`config.mk`:
```
export PLATFORM = sky130hd
export DESIGN_NAME = pcm_slot_port
export DESIGN_NICKNAME = d
export VERILOG_FILES = /design/src/rtl/pcm_slot_pkg.sv /design/src/rtl/pcm_frame_cnt.sv /design/src/rtl/pcm_tx_slot.sv /design/src/rtl/pcm_rx_slot.sv /design/src/rtl/pcm_slot_port.sv
export SDC_FILE = /design/constraint.sdc
export NUM_CORES = 1
export LEC_CHECK = 0
export ABC_CLOCK_PERIOD_IN_PS = 4000
export BUFFER_PORTS_ARGS = -buffer_cell sky130_fd_sc_hd__buf_2
export CELL_PAD_IN_SITES_DETAIL_PLACEMENT = 0
export CELL_PAD_IN_SITES_GLOBAL_PLACEMENT = 2
export CORE_ASPECT_RATIO = 1.25
export CORE_MARGIN = 5
export CORE_UTILIZATION = 38
export DETAILED_ROUTE_END_ITERATION = 12
export GPL_TIMING_DRIVEN = 0
export HOLD_SLACK_MARGIN = 0.02
export PLACE_DENSITY_LB_ADDON = 0.1
export SETUP_SLACK_MARGIN = 0.3
export SKIP_LAST_GASP = 1
export SYNTH_ARGS = -nofsm -noshare
export SYNTH_HDL_FRONTEND = slang
export SYNTH_SLANG_ARGS = --single-unit
```
`constraint.sdc`:
```
create_clock -name clk_i -period 4 [get_ports clk_i]
set_input_delay 0.6 -clock clk_i [delete_from_list [all_inputs] [get_ports clk_i]]
set_output_delay 0.6 -clock clk_i [all_outputs]
set_load 0.05 [all_outputs]
```
`src/rtl/pcm_slot_pkg.sv`:
```
package pcm_slot_pkg;
  typedef enum logic [1:0] {
    MODE_ULAW   = 2'b00,
    MODE_ALAW   = 2'b01,
    MODE_LIN16  = 2'b10,
    MODE_WIDE16 = 2'b11
  } pcm_mode_e;

  function automatic logic mode_is_wide(input logic [1:0] m);
    return m[1];
  endfunction
endpackage

```
`src/rtl/pcm_frame_cnt.sv`:
```
module pcm_frame_cnt #(
  parameter int CW = 11
) (
  input  logic          clk_i,
  input  logic          rst_ni,
  input  logic          pclk_i,
  input  logic          fsync_i,
  output logic          rise_o,
  output logic          fall_o,
  output logic [CW-1:0] cnt_now_o,
  output logic [CW-1:0] cnt_o
);
  localparam logic [CW-1:0] CMAX = {CW{1'b1}};

  logic pclk_q;

  assign rise_o    = pclk_i & ~pclk_q;
  assign fall_o    = ~pclk_i & pclk_q;
  // count belonging to the rising edge seen this cycle
  assign cnt_now_o = fsync_i ? '0 : ((cnt_o == CMAX) ? CMAX : cnt_o + 1'b1);

  always_ff @(posedge clk_i or negedge rst_ni) begin
    if (!rst_ni) begin
      pclk_q <= 1'b0;
      cnt_o  <= CMAX;
    end else begin
      pclk_q <= pclk_i;
      if (rise_o) cnt_o <= cnt_now_o;
    end
  end

  AST_CNT_STEP: assert property (@(posedge clk_i) disable iff (!rst_ni)
    (rise_o && !fsync_i && cnt_o != CMAX) |=> (cnt_o == $past(cnt_o) + 1'b1));
  AST_CNT_SYNC: assert property (@(posedge clk_i) disable iff (!rst_ni)
    (rise_o && fsync_i) |=> (cnt_o == '0));
endmodule

```
`src/rtl/pcm_tx_slot.sv`:
```
module pcm_tx_slot #(
  parameter int CW          = 11,
  parameter int SW          = 10,
  parameter int DW          = 16,
  parameter int FRAME_PCLKS = 256
) (
  input  logic          clk_i,
  input  logic          rst_ni,
  input  logic          rise_i,
  input  logic          fsync_i,
  input  logic [CW-1:0] cnt_now_i,
  input  logic          en_i,
  input  logic          wide_i,
  input  logic [SW-1:0] start_i,
  input  logic [DW-1:0] sample_i,
  output logic          dtx_o,
  output logic          oe_o
);
  localparam int HW = DW / 2;
  localparam int IW = $clog2(DW);

  logic [DW-1:0] buf_q, src_c, aligned_c;
  logic [CW-1:0] width_c, end_c, idx_c;
  logic          fits_c, in_win_c, bit_c;

  assign width_c   = wide_i ? CW'(DW) : CW'(HW);
  assign end_c     = CW'(start_i) + width_c;
  assign fits_c    = end_c <= CW'(FRAME_PCLKS);
  assign in_win_c  = fits_c && (cnt_now_i >= CW'(start_i)) && (cnt_now_i < end_c);
  assign idx_c     = cnt_now_i - CW'(start_i);
  // word for the slot: live input on the sync edge, held copy afterwards
  assign src_c     = fsync_i ? sample_i : buf_q;
  assign aligned_c = wide_i ? src_c : {src_c[HW-1:0], {HW{1'b0}}};
  assign bit_c     = aligned_c[IW'(DW-1) - idx_c[IW-1:0]];

  always_ff @(posedge clk_i or negedge rst_ni) begin
    if (!rst_ni) begin
      buf_q <= '0;
      dtx_o <= 1'b0;
      oe_o  <= 1'b0;
    end else begin
      if (rise_i && fsync_i) buf_q <= sample_i;
      if (!en_i) begin
        oe_o <= 1'b0;
      end else if (rise_i) begin
        oe_o  <= in_win_c;
        dtx_o <= in_win_c ? bit_c : 1'b0;
      end
    end
  end

  AST_TX_EDGE_ONLY: assert property (@(posedge clk_i) disable iff (!rst_ni)
    !rise_i |=> $stable(dtx_o));
  AST_TX_OFF_WHEN_DIS: assert property (@(posedge clk_i) disable iff (!rst_ni)
    !en_i |=> !oe_o);
  AST_TX_OE_ON_EDGE: assert property (@(posedge clk_i) disable iff (!rst_ni)
    (!rise_i && en_i) |=> $stable(oe_o));
endmodule

```
`src/rtl/pcm_rx_slot.sv`:
```
module pcm_rx_slot #(
  parameter int CW          = 11,
  parameter int SW          = 10,
  parameter int DW          = 16,
  parameter int FRAME_PCLKS = 256
) (
  input  logic          clk_i,
  input  logic          rst_ni,
  input  logic          fall_i,
  input  logic [CW-1:0] cnt_i,
  input  logic          en_i,
  input  logic          wide_i,
  input  logic [SW-1:0] start_i,
  input  logic          drx_i,
  output logic [DW-1:0] sample_o,
  output logic          valid_o
);
  localparam int HW = DW / 2;

  logic [DW-1:0] shift_q;
  logic [CW-1:0] width_c, end_c, idx_c;
  logic          fits_c, in_win_c, first_c, last_c, good_q;

  assign width_c  = wide_i ? CW'(DW) : CW'(HW);
  assign end_c    = CW'(start_i) + width_c;
  assign fits_c   = end_c <= CW'(FRAME_PCLKS);
  assign in_win_c = fits_c && (cnt_i >= CW'(start_i)) && (cnt_i < end_c);
  assign idx_c    = cnt_i - CW'(start_i);
  assign first_c  = idx_c == '0;
  assign last_c   = idx_c == width_c - 1'b1;

  always_ff @(posedge clk_i or negedge rst_ni) begin
    if (!rst_ni) begin
      shift_q  <= '0;
      sample_o <= '0;
      valid_o  <= 1'b0;
      good_q   <= 1'b0;
    end else begin
      valid_o <= 1'b0;
      if (!en_i) begin
        good_q <= 1'b0;
      end else if (fall_i && in_win_c) begin
        shift_q <= {shift_q[DW-2:0], drx_i};
        if (first_c) good_q <= 1'b1;
        // a slot interrupted by a disable never gets first_c back, so it is dropped
        if (last_c && (good_q || first_c)) begin
          sample_o <= wide_i ? {shift_q[DW-2:0], drx_i}
                             : {{HW{1'b0}}, shift_q[HW-2:0], drx_i};
          valid_o  <= 1'b1;
          good_q   <= 1'b0;
        end
      end
    end
  end

  AST_RX_ONE_CYCLE: assert property (@(posedge clk_i) disable iff (!rst_ni)
    valid_o |=> !valid_o);
  AST_RX_AFTER_FALL: assert property (@(posedge clk_i) disable iff (!rst_ni)
    valid_o |-> $past(fall_i));
  AST_RX_HOLD: assert property (@(posedge clk_i) disable iff (!rst_ni)
    !valid_o |-> $stable(sample_o));
  AST_RX_NONE_DIS: assert property (@(posedge clk_i) disable iff (!rst_ni)
    !$past(en_i) |-> !valid_o);
endmodule

```
`src/rtl/pcm_slot_port.sv`:
```
module pcm_slot_port #(
  parameter int FRAME_PCLKS = 256,
  parameter int SW          = 10,
  parameter int DW          = 16
) (
  input  logic          clk_i,
  input  logic          rst_ni,
  input  logic          pclk_i,
  input  logic          fsync_i,
  input  logic          en_i,
  input  logic [1:0]    mode_i,
  input  logic [SW-1:0] tx_start_i,
  input  logic [SW-1:0] rx_start_i,
  input  logic [DW-1:0] tx_sample_i,
  input  logic          drx_i,
  output logic          dtx_o,
  output logic          dtx_oe_o,
  output logic [DW-1:0] rx_sample_o,
  output logic          rx_valid_o
);
  import pcm_slot_pkg::*;

  localparam int CW = SW + 1;

  logic          rise, fall, wide;
  logic [CW-1:0] cnt_now, cnt;

  assign wide = mode_is_wide(mode_i);

  pcm_frame_cnt #(.CW(CW)) u_cnt (
    .clk_i, .rst_ni, .pclk_i, .fsync_i,
    .rise_o(rise), .fall_o(fall), .cnt_now_o(cnt_now), .cnt_o(cnt)
  );

  pcm_tx_slot #(.CW(CW), .SW(SW), .DW(DW), .FRAME_PCLKS(FRAME_PCLKS)) u_tx (
    .clk_i, .rst_ni, .rise_i(rise), .fsync_i, .cnt_now_i(cnt_now), .en_i,
    .wide_i(wide), .start_i(tx_start_i), .sample_i(tx_sample_i),
    .dtx_o, .oe_o(dtx_oe_o)
  );

  pcm_rx_slot #(.CW(CW), .SW(SW), .DW(DW), .FRAME_PCLKS(FRAME_PCLKS)) u_rx (
    .clk_i, .rst_ni, .fall_i(fall), .cnt_i(cnt), .en_i, .wide_i(wide),
    .start_i(rx_start_i), .drx_i, .sample_o(rx_sample_o), .valid_o(rx_valid_o)
  );
endmodule

```
==> results of run 1 <==
critical path: stages:
cell and delay, ns:
sky130_fd_sc_hd__clkbuf_4 0.17, sky130_fd_sc_hd__buf_8 0.12, sky130_fd_sc_hd__clkinvlp_4 0.10, sky130_fd_sc_hd__ha_2 0.20, sky130_fd_sc_hd__fa_2 0.37, sky130_fd_sc_hd__and2_4 0.16, sky130_fd_sc_hd__nand2_1 0.07, sky130_fd_sc_hd__xnor2_1 0.13
sky130_fd_sc_hd__ha_1 0.28, sky130_fd_sc_hd__a21o_1 0.21, sky130_fd_sc_hd__a221oi_2 0.27, sky130_fd_sc_hd__o211ai_1 0.16, sky130_fd_sc_hd__nor3b_2 0.18, sky130_fd_sc_hd__buf_4 0.17, sky130_fd_sc_hd__nand4b_4 0.14, sky130_fd_sc_hd__buf_12 0.18
sky130_fd_sc_hd__mux2_4 0.28
final cells by class:
class	instances	area [µm²]	area share [%]
Tap cell	164	205	3.62
Inverter	39	150	2.65
Clock inverter	6	93.8	1.66
Clock buffer	10	229	4.04
Buffer	12	93.8	1.66
Multi-Input combinational cell	340	2900	51.1
Timing Repair Buffer	74	408	7.20
Sequential cell	63	1590	28.1
worst min path at each step:
| stage | start | to | cells after the start |
|---|---|---|---|
| 3_5_place_dp | u_tx.dtx_o | u_tx.dtx_o | 2 |
| 5_1_grt | pclk_i | u_cnt.pclk_q | 1 |
| 3_3_place_gp | u_tx.dtx_o | u_tx.dtx_o | 2 |
| 2_1_floorplan | rst_ni | u_cnt.pclk_q | 0 |
| 4_1_cts | rst_ni | u_tx.buf_q[13] | 1 |
| 6_report | rst_ni | u_tx.buf_q[13] | 1 |
report_power, final:
| group | switching (mW) | internal (mW) | leakage (nW) |
|---|---|---|---|
| registers | 0.0266 | 0.679 | 0.762 |
| logic | 0.199 | 0.198 | 1.94 |
| clock network | 0.297 | 0.550 | 0.153 |
| total | 0.523 | 1.43 | 2.85 |
per-layer routing:
layer / GRT usage [%] / routed length, µm / up-vias
met5: 0 / 0 / -
met4: 5.40 / 217 / 0
met3: 4.77 / 592 / 18
met2: 27.1 / 5660 / 70
met1: 21.0 / 5010 / 1774
li1: - / - / 1802
Yosys cell counts (11+ instances only):
library cell / number / area [µm²]
sky130_fd_sc_hd__o21ai_0: 17 / 85.1
sky130_fd_sc_hd__a21oi_1: 23 / 115
sky130_fd_sc_hd__inv_1: 39 / 146
sky130_fd_sc_hd__dfstp_2: 11 / 289
sky130_fd_sc_hd__nor2_1: 15 / 56.3
sky130_fd_sc_hd__a21o_1: 12 / 90.1
sky130_fd_sc_hd__ha_1: 43 / 538
sky130_fd_sc_hd__dfrtp_1: 52 / 1300
sky130_fd_sc_hd__mux2i_1: 12 / 120
sky130_fd_sc_hd__mux2_2: 38 / 428
sky130_fd_sc_hd__xnor2_1: 14 / 123
sky130_fd_sc_hd__nand2_1: 43 / 161
sky130_fd_sc_hd__nand3_1: 19 / 95.1
logic make-up after synthesis:
logic type               synth area share (%)
AND/OR/NAND/NOR                          14.1
flip-flops                               34.1
adder cells (fa/ha/maj)                  13.2
AO/OA/AOI/OAI                            11.9
buffers and inverters                    4.64
XOR/XNOR                                 4.51
multiplexers                             17.5
repair_timing:
action / in CTS / in global routing
hold buffers: 0 / 0
buffers inserted: 8 / 5
gates resized for setup: 5 / 12
pin swaps: 3 / 3
setup endpoints to repair: 34 / 33
state kept, by name (all words and copies together), names as in the netlist:
name,count
u_rx.sample_o,16
u_tx.buf_q,16
u_rx.shift_q,15
u_cnt.cnt_o,11
u_cnt.pclk_q,1
u_rx.good_q,1
u_rx.valid_o,1
u_tx.dtx_o,1
u_tx.oe_o,1
==> report_table.html, run 1 <==
<table>
<tr><th>Metric</th><th>Value</th></tr>
<tr><th colspan="2">Power and ir drop</th></tr>
<tr><td>Leakage dissipation</td><td>2.85 nW</td></tr>
<tr><td>P per Cell Area</td><td>344 mW/mm²</td></tr>
<tr><td>VDD IR max</td><td>0.190 mV</td></tr>
<tr><td>Total Power</td><td>1.95 mW</td></tr>
<tr><th colspan="2">Cells and area</th></tr>
<tr><td>Post-route standard cell area excluding fillers</td><td>0.00567 mm²</td></tr>
<tr><td>Total Nets Final</td><td>630</td></tr>
<tr><td>Number of inserted filler cells in the final layout</td><td>1161</td></tr>
<tr><td>Antenna Cells</td><td>0</td></tr>
<tr><td>Leading cell type in the layout, fill and taps excluded</td><td>sky130_fd_sc_hd__buf_2</td></tr>
<tr><td>Area grow syn2layout</td><td>21.5%</td></tr>
<tr><td>Layout Cells excl Fill</td><td>708</td></tr>
<tr><td>Utilization after layout</td><td>46.8%</td></tr>
<tr><td>Fraction of final layout cells sized beyond drive strength 1</td><td>32.7%</td></tr>
<tr><td>Commonest cells after routing, fill and taps aside</td><td>61 x sky130_fd_sc_hd__buf_2, 52 x sky130_fd_sc_hd__dfrtp_1, 42 x sky130_fd_sc_hd__nand2_1, 41 x sky130_fd_sc_hd__ha_1</td></tr>
<tr><th colspan="2">CTS</th></tr>
<tr><td>Max Root-Sink Buffers</td><td>2</td></tr>
<tr><td>Number of buffers added by the clock tree synthesis step</td><td>9</td></tr>
<tr><td>Clock latency on the worst-skew pair</td><td>0.33 ns</td></tr>
<tr><td>Clock slew seen by the registers of the worst setup and hold paths</td><td>0.06 ns</td></tr>
<tr><td>Count of clock tree sinks</td><td>63</td></tr>
<tr><td>Clock root buffer</td><td>sky130_fd_sc_hd__clkbuf_16</td></tr>
<tr><td>H-tree depth reported by CTS</td><td>3</td></tr>
<tr><td>Clock tree from TritonCTS</td><td>built</td></tr>
<tr><th colspan="2">STA</th></tr>
<tr><td>Final sum of negative setup slack</td><td>0 ns</td></tr>
<tr><td>Worst clock skew</td><td>0.00690 ns</td></tr>
<tr><td>Final setup violation count</td><td>0</td></tr>
<tr><td>Achievable frequency</td><td>280 MHz</td></tr>
<tr><td>Fin crit share</td><td>89.4%</td></tr>
<tr><td>Max transition margin</td><td>45.1%</td></tr>
<tr><td>Min Tclk post-route</td><td>3.57 ns</td></tr>
<tr><td>Slew @ Worst Pin</td><td>0.824 ns</td></tr>
<tr><td>Setup repair after global routing missed its margin</td><td>yes</td></tr>
<tr><td>Worst hold slack across all endpoints</td><td>0.345 ns</td></tr>
<tr><td>Final count of pins violating max slew</td><td>0</td></tr>
<tr><td>Final setup margin</td><td>0.426 ns</td></tr>
<tr><td>Final hold vios</td><td>0</td></tr>
<tr><th colspan="2">Routing</th></tr>
<tr><td>DRT antenna net count</td><td>0</td></tr>
<tr><td>Number of vias per cell after detailed routing</td><td>5.18</td></tr>
<tr><td>Number of DRC markers after the initial detailed-route iteration</td><td>104</td></tr>
<tr><td>DR WL/cell</td><td>16.2 µm</td></tr>
<tr><td>Total DRC errors in the routed layout</td><td>0</td></tr>
<tr><td>Final Routed Wirelength</td><td>11.5 mm</td></tr>
<tr><td>DR pass1 iterations</td><td>4</td></tr>
<tr><td>Via Count</td><td>3664</td></tr>
<tr><th colspan="2">Placement</th></tr>
<tr><td>Pre-CTS setup slack</td><td>-0.399 ns</td></tr>
<tr><td>DP Area</td><td>0.00519 mm²</td></tr>
<tr><td>Placer Congestion</td><td>0.794</td></tr>
<tr><td>Half-perimeter wire length after placement</td><td>8.84 mm</td></tr>
<tr><td>Number of instances in the placed design</td><td>679</td></tr>
<tr><td>PortBufs</td><td>61</td></tr>
<tr><th colspan="2">Die</th></tr>
<tr><td>Standard cell core area</td><td>0.0121 mm²</td></tr>
<tr><td>Ports</td><td>63</td></tr>
<tr><td>Full die area</td><td>0.0146 mm²</td></tr>
<tr><td>Row cnt</td><td>45</td></tr>
<tr><td>Initial core utilization</td><td>38.5%</td></tr>
<tr><td>Chip width</td><td>109 µm</td></tr>
<tr><td>DIE HEIGHT</td><td>134 µm</td></tr>
<tr><th colspan="2">Worst setup path</th></tr>
<tr><td>Setup crit end</td><td>u_rx.sample_o[7]</td></tr>
<tr><td>Register-to-register setup slack</td><td>0.52 ns</td></tr>
<tr><td>Worst path arrival time</td><td>3.79 ns</td></tr>
<tr><td>Number of cells on the worst reg-to-reg path</td><td>14</td></tr>
<tr><td>Type of the worst setup path</td><td>input pin to flip-flop</td></tr>
<tr><td>Kind of end point of the critical path</td><td>flip-flop</td></tr>
<tr><td>Endpoint required time on the critical path</td><td>4.22 ns</td></tr>
<tr><td>Setup crit start kind</td><td>input pin</td></tr>
<tr><td>Launch point of the worst reg-to-reg path</td><td>u_cnt.cnt_o[1]</td></tr>
<tr><td>Crit-path max FO</td><td>6</td></tr>
<tr><td>Worst R2R End</td><td>u_tx.dtx_o</td></tr>
<tr><td>Crit path from</td><td>mode_i[1]</td></tr>
<tr><th colspan="2">Global routing</th></tr>
<tr><td>Maximum number of pins on one net before global-route repair</td><td>64</td></tr>
<tr><td>Global-route wire length before repair</td><td>19.0 mm</td></tr>
<tr><td>Vias in the first global route</td><td>3859</td></tr>
<tr><td>Total global routing track utilization</td><td>16.6%</td></tr>
<tr><td>Overflow left after global routing</td><td>0</td></tr>
<tr><td>Number of antenna violations at the first check in global routing</td><td>0</td></tr>
<tr><th colspan="2">Synthesis</th></tr>
<tr><td>#FFs+latches synth</td><td>63</td></tr>
<tr><td>Average size of a mapped cell</td><td>10.3 µm²</td></tr>
<tr><td>Top FF cell, synth</td><td>sky130_fd_sc_hd__dfrtp_1</td></tr>
<tr><td>Total nets after synthesis</td><td>545</td></tr>
<tr><td>Synthesized instance count</td><td>454</td></tr>
<tr><td>Number of distinct library cell variants in the gate-level netlist after synthesis</td><td>57</td></tr>
<tr><td>Synth Warn #</td><td>0</td></tr>
<tr><td>Proportion of register bits with asynchronous set or reset after synthesis</td><td>100%</td></tr>
<tr><td>EDFF count, synth</td><td>0</td></tr>
<tr><td>Sequential element share of the synthesized area</td><td>34.1%</td></tr>
<tr><td>Netlist Area Pre-Place</td><td>0.00467 mm²</td></tr>
<tr><th colspan="2">Outcome</th></tr>
<tr><td>Run status</td><td>finished, final reports clean</td></tr>
<tr><th colspan="2">Run</th></tr>
<tr><td>MaxCap Viol Count</td><td>0</td></tr>
<tr><th colspan="2">Worst hold path</th></tr>
<tr><td>Hold/Removal Path Class</td><td>input pin to asynchronous set/reset pin</td></tr>
</table>
(Power assumes the default switching activity.)
==> run 2, diff against run 1 <==
Settings changed: REMOVE_ABC_BUFFERS from default to 1.
==> report_table.html, run 2 (same netlist as run 1, synthesis figures left out) <==
<table>
<tr><th>Metric</th><th>Value</th></tr>
<tr><th colspan="2">Worst setup path</th></tr>
<tr><td>Crit path from</td><td>u_cnt.cnt_o[1]</td></tr>
<tr><td>Setup crit start kind</td><td>flip-flop</td></tr>
<tr><td>Kind of end point of the critical path</td><td>flip-flop</td></tr>
<tr><td>Worst path arrival time</td><td>3.73 ns</td></tr>
<tr><td>Launch point of the worst reg-to-reg path</td><td>u_cnt.cnt_o[1]</td></tr>
<tr><td>Crit-path max FO</td><td>10</td></tr>
<tr><td>Type of the worst setup path</td><td>flip-flop to flip-flop</td></tr>
<tr><td>Endpoint required time on the critical path</td><td>4.20 ns</td></tr>
<tr><td>Number of cells on the worst reg-to-reg path</td><td>12</td></tr>
<tr><th colspan="2">Die</th></tr>
<tr><td>Chip width</td><td>109 µm</td></tr>
<tr><td>Ports</td><td>63</td></tr>
<tr><td>Full die area</td><td>0.0146 mm²</td></tr>
<tr><td>Standard cell core area</td><td>0.0121 mm²</td></tr>
<tr><td>DIE HEIGHT</td><td>134 µm</td></tr>
<tr><td>Initial core utilization</td><td>38.5%</td></tr>
<tr><td>Row cnt</td><td>45</td></tr>
<tr><th colspan="2">Cells and area</th></tr>
<tr><td>Leading cell type in the layout, fill and taps excluded</td><td>sky130_fd_sc_hd__buf_2</td></tr>
<tr><td>Leading registers by flop count</td><td>u_rx.sample_o x16, u_tx.buf_q x16, u_rx.shift_q x15</td></tr>
<tr><td>Layout Cells excl Fill</td><td>691</td></tr>
<tr><td>Area occupied by multi-input gates</td><td>0.00289 mm²</td></tr>
<tr><td>Area grow syn2layout</td><td>19.1%</td></tr>
<tr><td>Utilization after layout</td><td>45.9%</td></tr>
<tr><td>Antenna Cells</td><td>0</td></tr>
<tr><td>Number of inserted filler cells in the final layout</td><td>1179</td></tr>
<tr><td>Fraction of final layout cells sized beyond drive strength 1</td><td>31.1%</td></tr>
<tr><td>Commonest cells after routing, fill and taps aside</td><td>59 x sky130_fd_sc_hd__buf_2, 52 x sky130_fd_sc_hd__dfrtp_1, 42 x sky130_fd_sc_hd__nand2_1, 41 x sky130_fd_sc_hd__ha_1</td></tr>
<tr><td>Sequential cell area</td><td>0.00159 mm²</td></tr>
<tr><td>Total Nets Final</td><td>613</td></tr>
<tr><th colspan="2">STA</th></tr>
<tr><td>Fin crit share</td><td>88.2%</td></tr>
<tr><td>Final sum of negative setup slack</td><td>0 ns</td></tr>
<tr><td>Final hold vios</td><td>0</td></tr>
<tr><td>Max transition margin</td><td>45.3%</td></tr>
<tr><td>Achievable frequency</td><td>284 MHz</td></tr>
<tr><td>Worst clock skew</td><td>0.00716 ns</td></tr>
<tr><td>Final count of pins violating max slew</td><td>0</td></tr>
<tr><td>Min Tclk post-route</td><td>3.53 ns</td></tr>
<tr><td>Final setup violation count</td><td>0</td></tr>
<tr><td>Slew @ Worst Pin</td><td>0.820 ns</td></tr>
<tr><td>Setup repair after global routing missed its margin</td><td>yes</td></tr>
<tr><th colspan="2">Global routing</th></tr>
<tr><td>Number of antenna violations at the first check in global routing</td><td>0</td></tr>
<tr><td>Overflow left after global routing</td><td>0</td></tr>
<tr><td>Total global routing track utilization</td><td>15.7%</td></tr>
<tr><td>Vias in the first global route</td><td>3751</td></tr>
<tr><td>Maximum number of pins on one net before global-route repair</td><td>64</td></tr>
<tr><td>Global-route wire length before repair</td><td>18.0 mm</td></tr>
<tr><th colspan="2">Placement</th></tr>
<tr><td>PortBufs</td><td>61</td></tr>
<tr><td>Half-perimeter wire length after placement</td><td>8.42 mm</td></tr>
<tr><td>Number of instances in the placed design</td><td>667</td></tr>
<tr><td>Placer Congestion</td><td>0.812</td></tr>
<tr><th colspan="2">Power and ir drop</th></tr>
<tr><td>Leakage dissipation</td><td>2.80 nW</td></tr>
<tr><td>Sw frac</td><td>26.9%</td></tr>
<tr><td>Fraction of power consumed by combinational cells</td><td>20.5%</td></tr>
<tr><td>P per Cell Area</td><td>355 mW/mm²</td></tr>
<tr><td>Share of total power in sequential cells</td><td>35.7%</td></tr>
<tr><td>Clock power frac</td><td>43.8%</td></tr>
<tr><td>Internal power</td><td>1.44 mW</td></tr>
<tr><td>Power spent charging and discharging nets</td><td>0.531 mW</td></tr>
<tr><td>VDD IR max</td><td>0.240 mV</td></tr>
<tr><th colspan="2">Routing</th></tr>
<tr><td>Final Routed Wirelength</td><td>10.8 mm</td></tr>
<tr><td>Total DRC errors in the routed layout</td><td>0</td></tr>
<tr><td>Number of DRC markers after the initial detailed-route iteration</td><td>88</td></tr>
<tr><td>Number of vias per cell after detailed routing</td><td>5.18</td></tr>
<tr><td>DR WL/cell</td><td>15.6 µm</td></tr>
<tr><td>DRT antenna net count</td><td>0</td></tr>
<tr><td>Via Count</td><td>3577</td></tr>
<tr><td>DR pass1 iterations</td><td>4</td></tr>
<tr><th colspan="2">Run</th></tr>
<tr><td>MaxCap Viol Count</td><td>0</td></tr>
<tr><th colspan="2">CTS</th></tr>
<tr><td>Clock root buffer</td><td>sky130_fd_sc_hd__clkbuf_16</td></tr>
<tr><td>Max Root-Sink Buffers</td><td>2</td></tr>
<tr><td>Count of clock tree sinks</td><td>63</td></tr>
<tr><td>Clock tree from TritonCTS</td><td>built</td></tr>
<tr><td>CTS hold repair buffers</td><td>0</td></tr>
<tr><td>Number of buffers added by the clock tree synthesis step</td><td>9</td></tr>
<tr><td>H-tree depth reported by CTS</td><td>3</td></tr>
<tr><td>Clock slew seen by the registers of the worst setup and hold paths</td><td>0.06 ns</td></tr>
<tr><td>Clock latency on the worst-skew pair</td><td>0.33 ns</td></tr>
<tr><th colspan="2">Worst hold path</th></tr>
<tr><td>Hold/Removal Path Class</td><td>input pin to asynchronous set/reset pin</td></tr>
<tr><th colspan="2">Outcome</th></tr>
<tr><td>Run status</td><td>finished, final reports clean</td></tr>
</table>
run 2: critical path, stage by stage (launching register included):
cell,delay (ns)
sky130_fd_sc_hd__dfstp_2,0.64
sky130_fd_sc_hd__ha_2,0.28
sky130_fd_sc_hd__and2_1,0.15
sky130_fd_sc_hd__and4_4,0.26
sky130_fd_sc_hd__nand2_4,0.10
sky130_fd_sc_hd__a21o_1,0.22
sky130_fd_sc_hd__ha_2,0.45
sky130_fd_sc_hd__mux4_2,0.35
sky130_fd_sc_hd__mux4_2,0.48
sky130_fd_sc_hd__mux2i_1,0.14
sky130_fd_sc_hd__nor2_1,0.06
sky130_fd_sc_hd__a21oi_2,0.16
sky130_fd_sc_hd__o21ai_0,0.10
run 2: area by class of cell:
type	count	share of cell area, %
clock buffer	10	4.30
clock inverter	6	1.67
inverter	39	2.70
multi-input combinational	340	52.1
sequential	63	28.6
tap	164	3.69
timing repair buffer	69	6.96
run 2: worst paths after layout:
path | endpoint | slack, ns
hold reg to reg | u_tx.dtx_o | 0.48
setup / recovery | u_tx.dtx_o | 0.47
min in group clk_i | u_cnt.pclk_q | 0.42
max in group asynchronous | u_rx.valid_o | 3.09
setup reg to reg | u_tx.dtx_o | 0.47
hold / removal | u_tx.buf_q[13] | 0.36
run 2: metal layers:
| layer | GRT usage (%) | part of all wire [%] |
|---|---|---|
| met1 | 18.6 | 42 |
| met2 | 27.8 | 52 |
| met3 | 2.55 | 2.8 |
| met4 | 6.53 | 2.7 |
| met5 | 0 | 0 |
run 2: power groups by stage:
stage	clock network, mW	registers [mW]	logic (mW)
3_5_place_dp	0	0.716	0.389
6_report	0.864	0.705	0.405
2_1_floorplan	0	0.707	0.270
4_1_cts	0.890	0.705	0.399
3_3_place_gp	0	0.713	0.384
5_1_grt	0.919	0.709	0.456
run 2: timing repair:
item / 4_1_cts / 5_1_grt
setup endpoints to repair: 33 / 18
setup buffers: 3 / 5
gates resized for setup: 8 / 5
pin swaps: 2 / 2
run 2: metrics by stage:
| stage | power (mW) | instance area (µm²) | hold WS, ns | setup slack [ns] |
|---|---|---|---|---|
| 3_5_place_dp | 1.11 | 5110 | 0.474 | -0.551 |
| 3_3_place_gp | 1.10 | 5110 | 0.466 | -0.519 |
| 5_1_grt | 2.08 | 5560 | 0.410 | 0.279 |
| 4_1_cts | 1.99 | 5500 | 0.390 | 0.315 |
| 6_report | 1.97 | 5560 | 0.364 | 0.474 |
| 2_1_floorplan | 0.977 | 4600 | 0.304 | 0.363 |
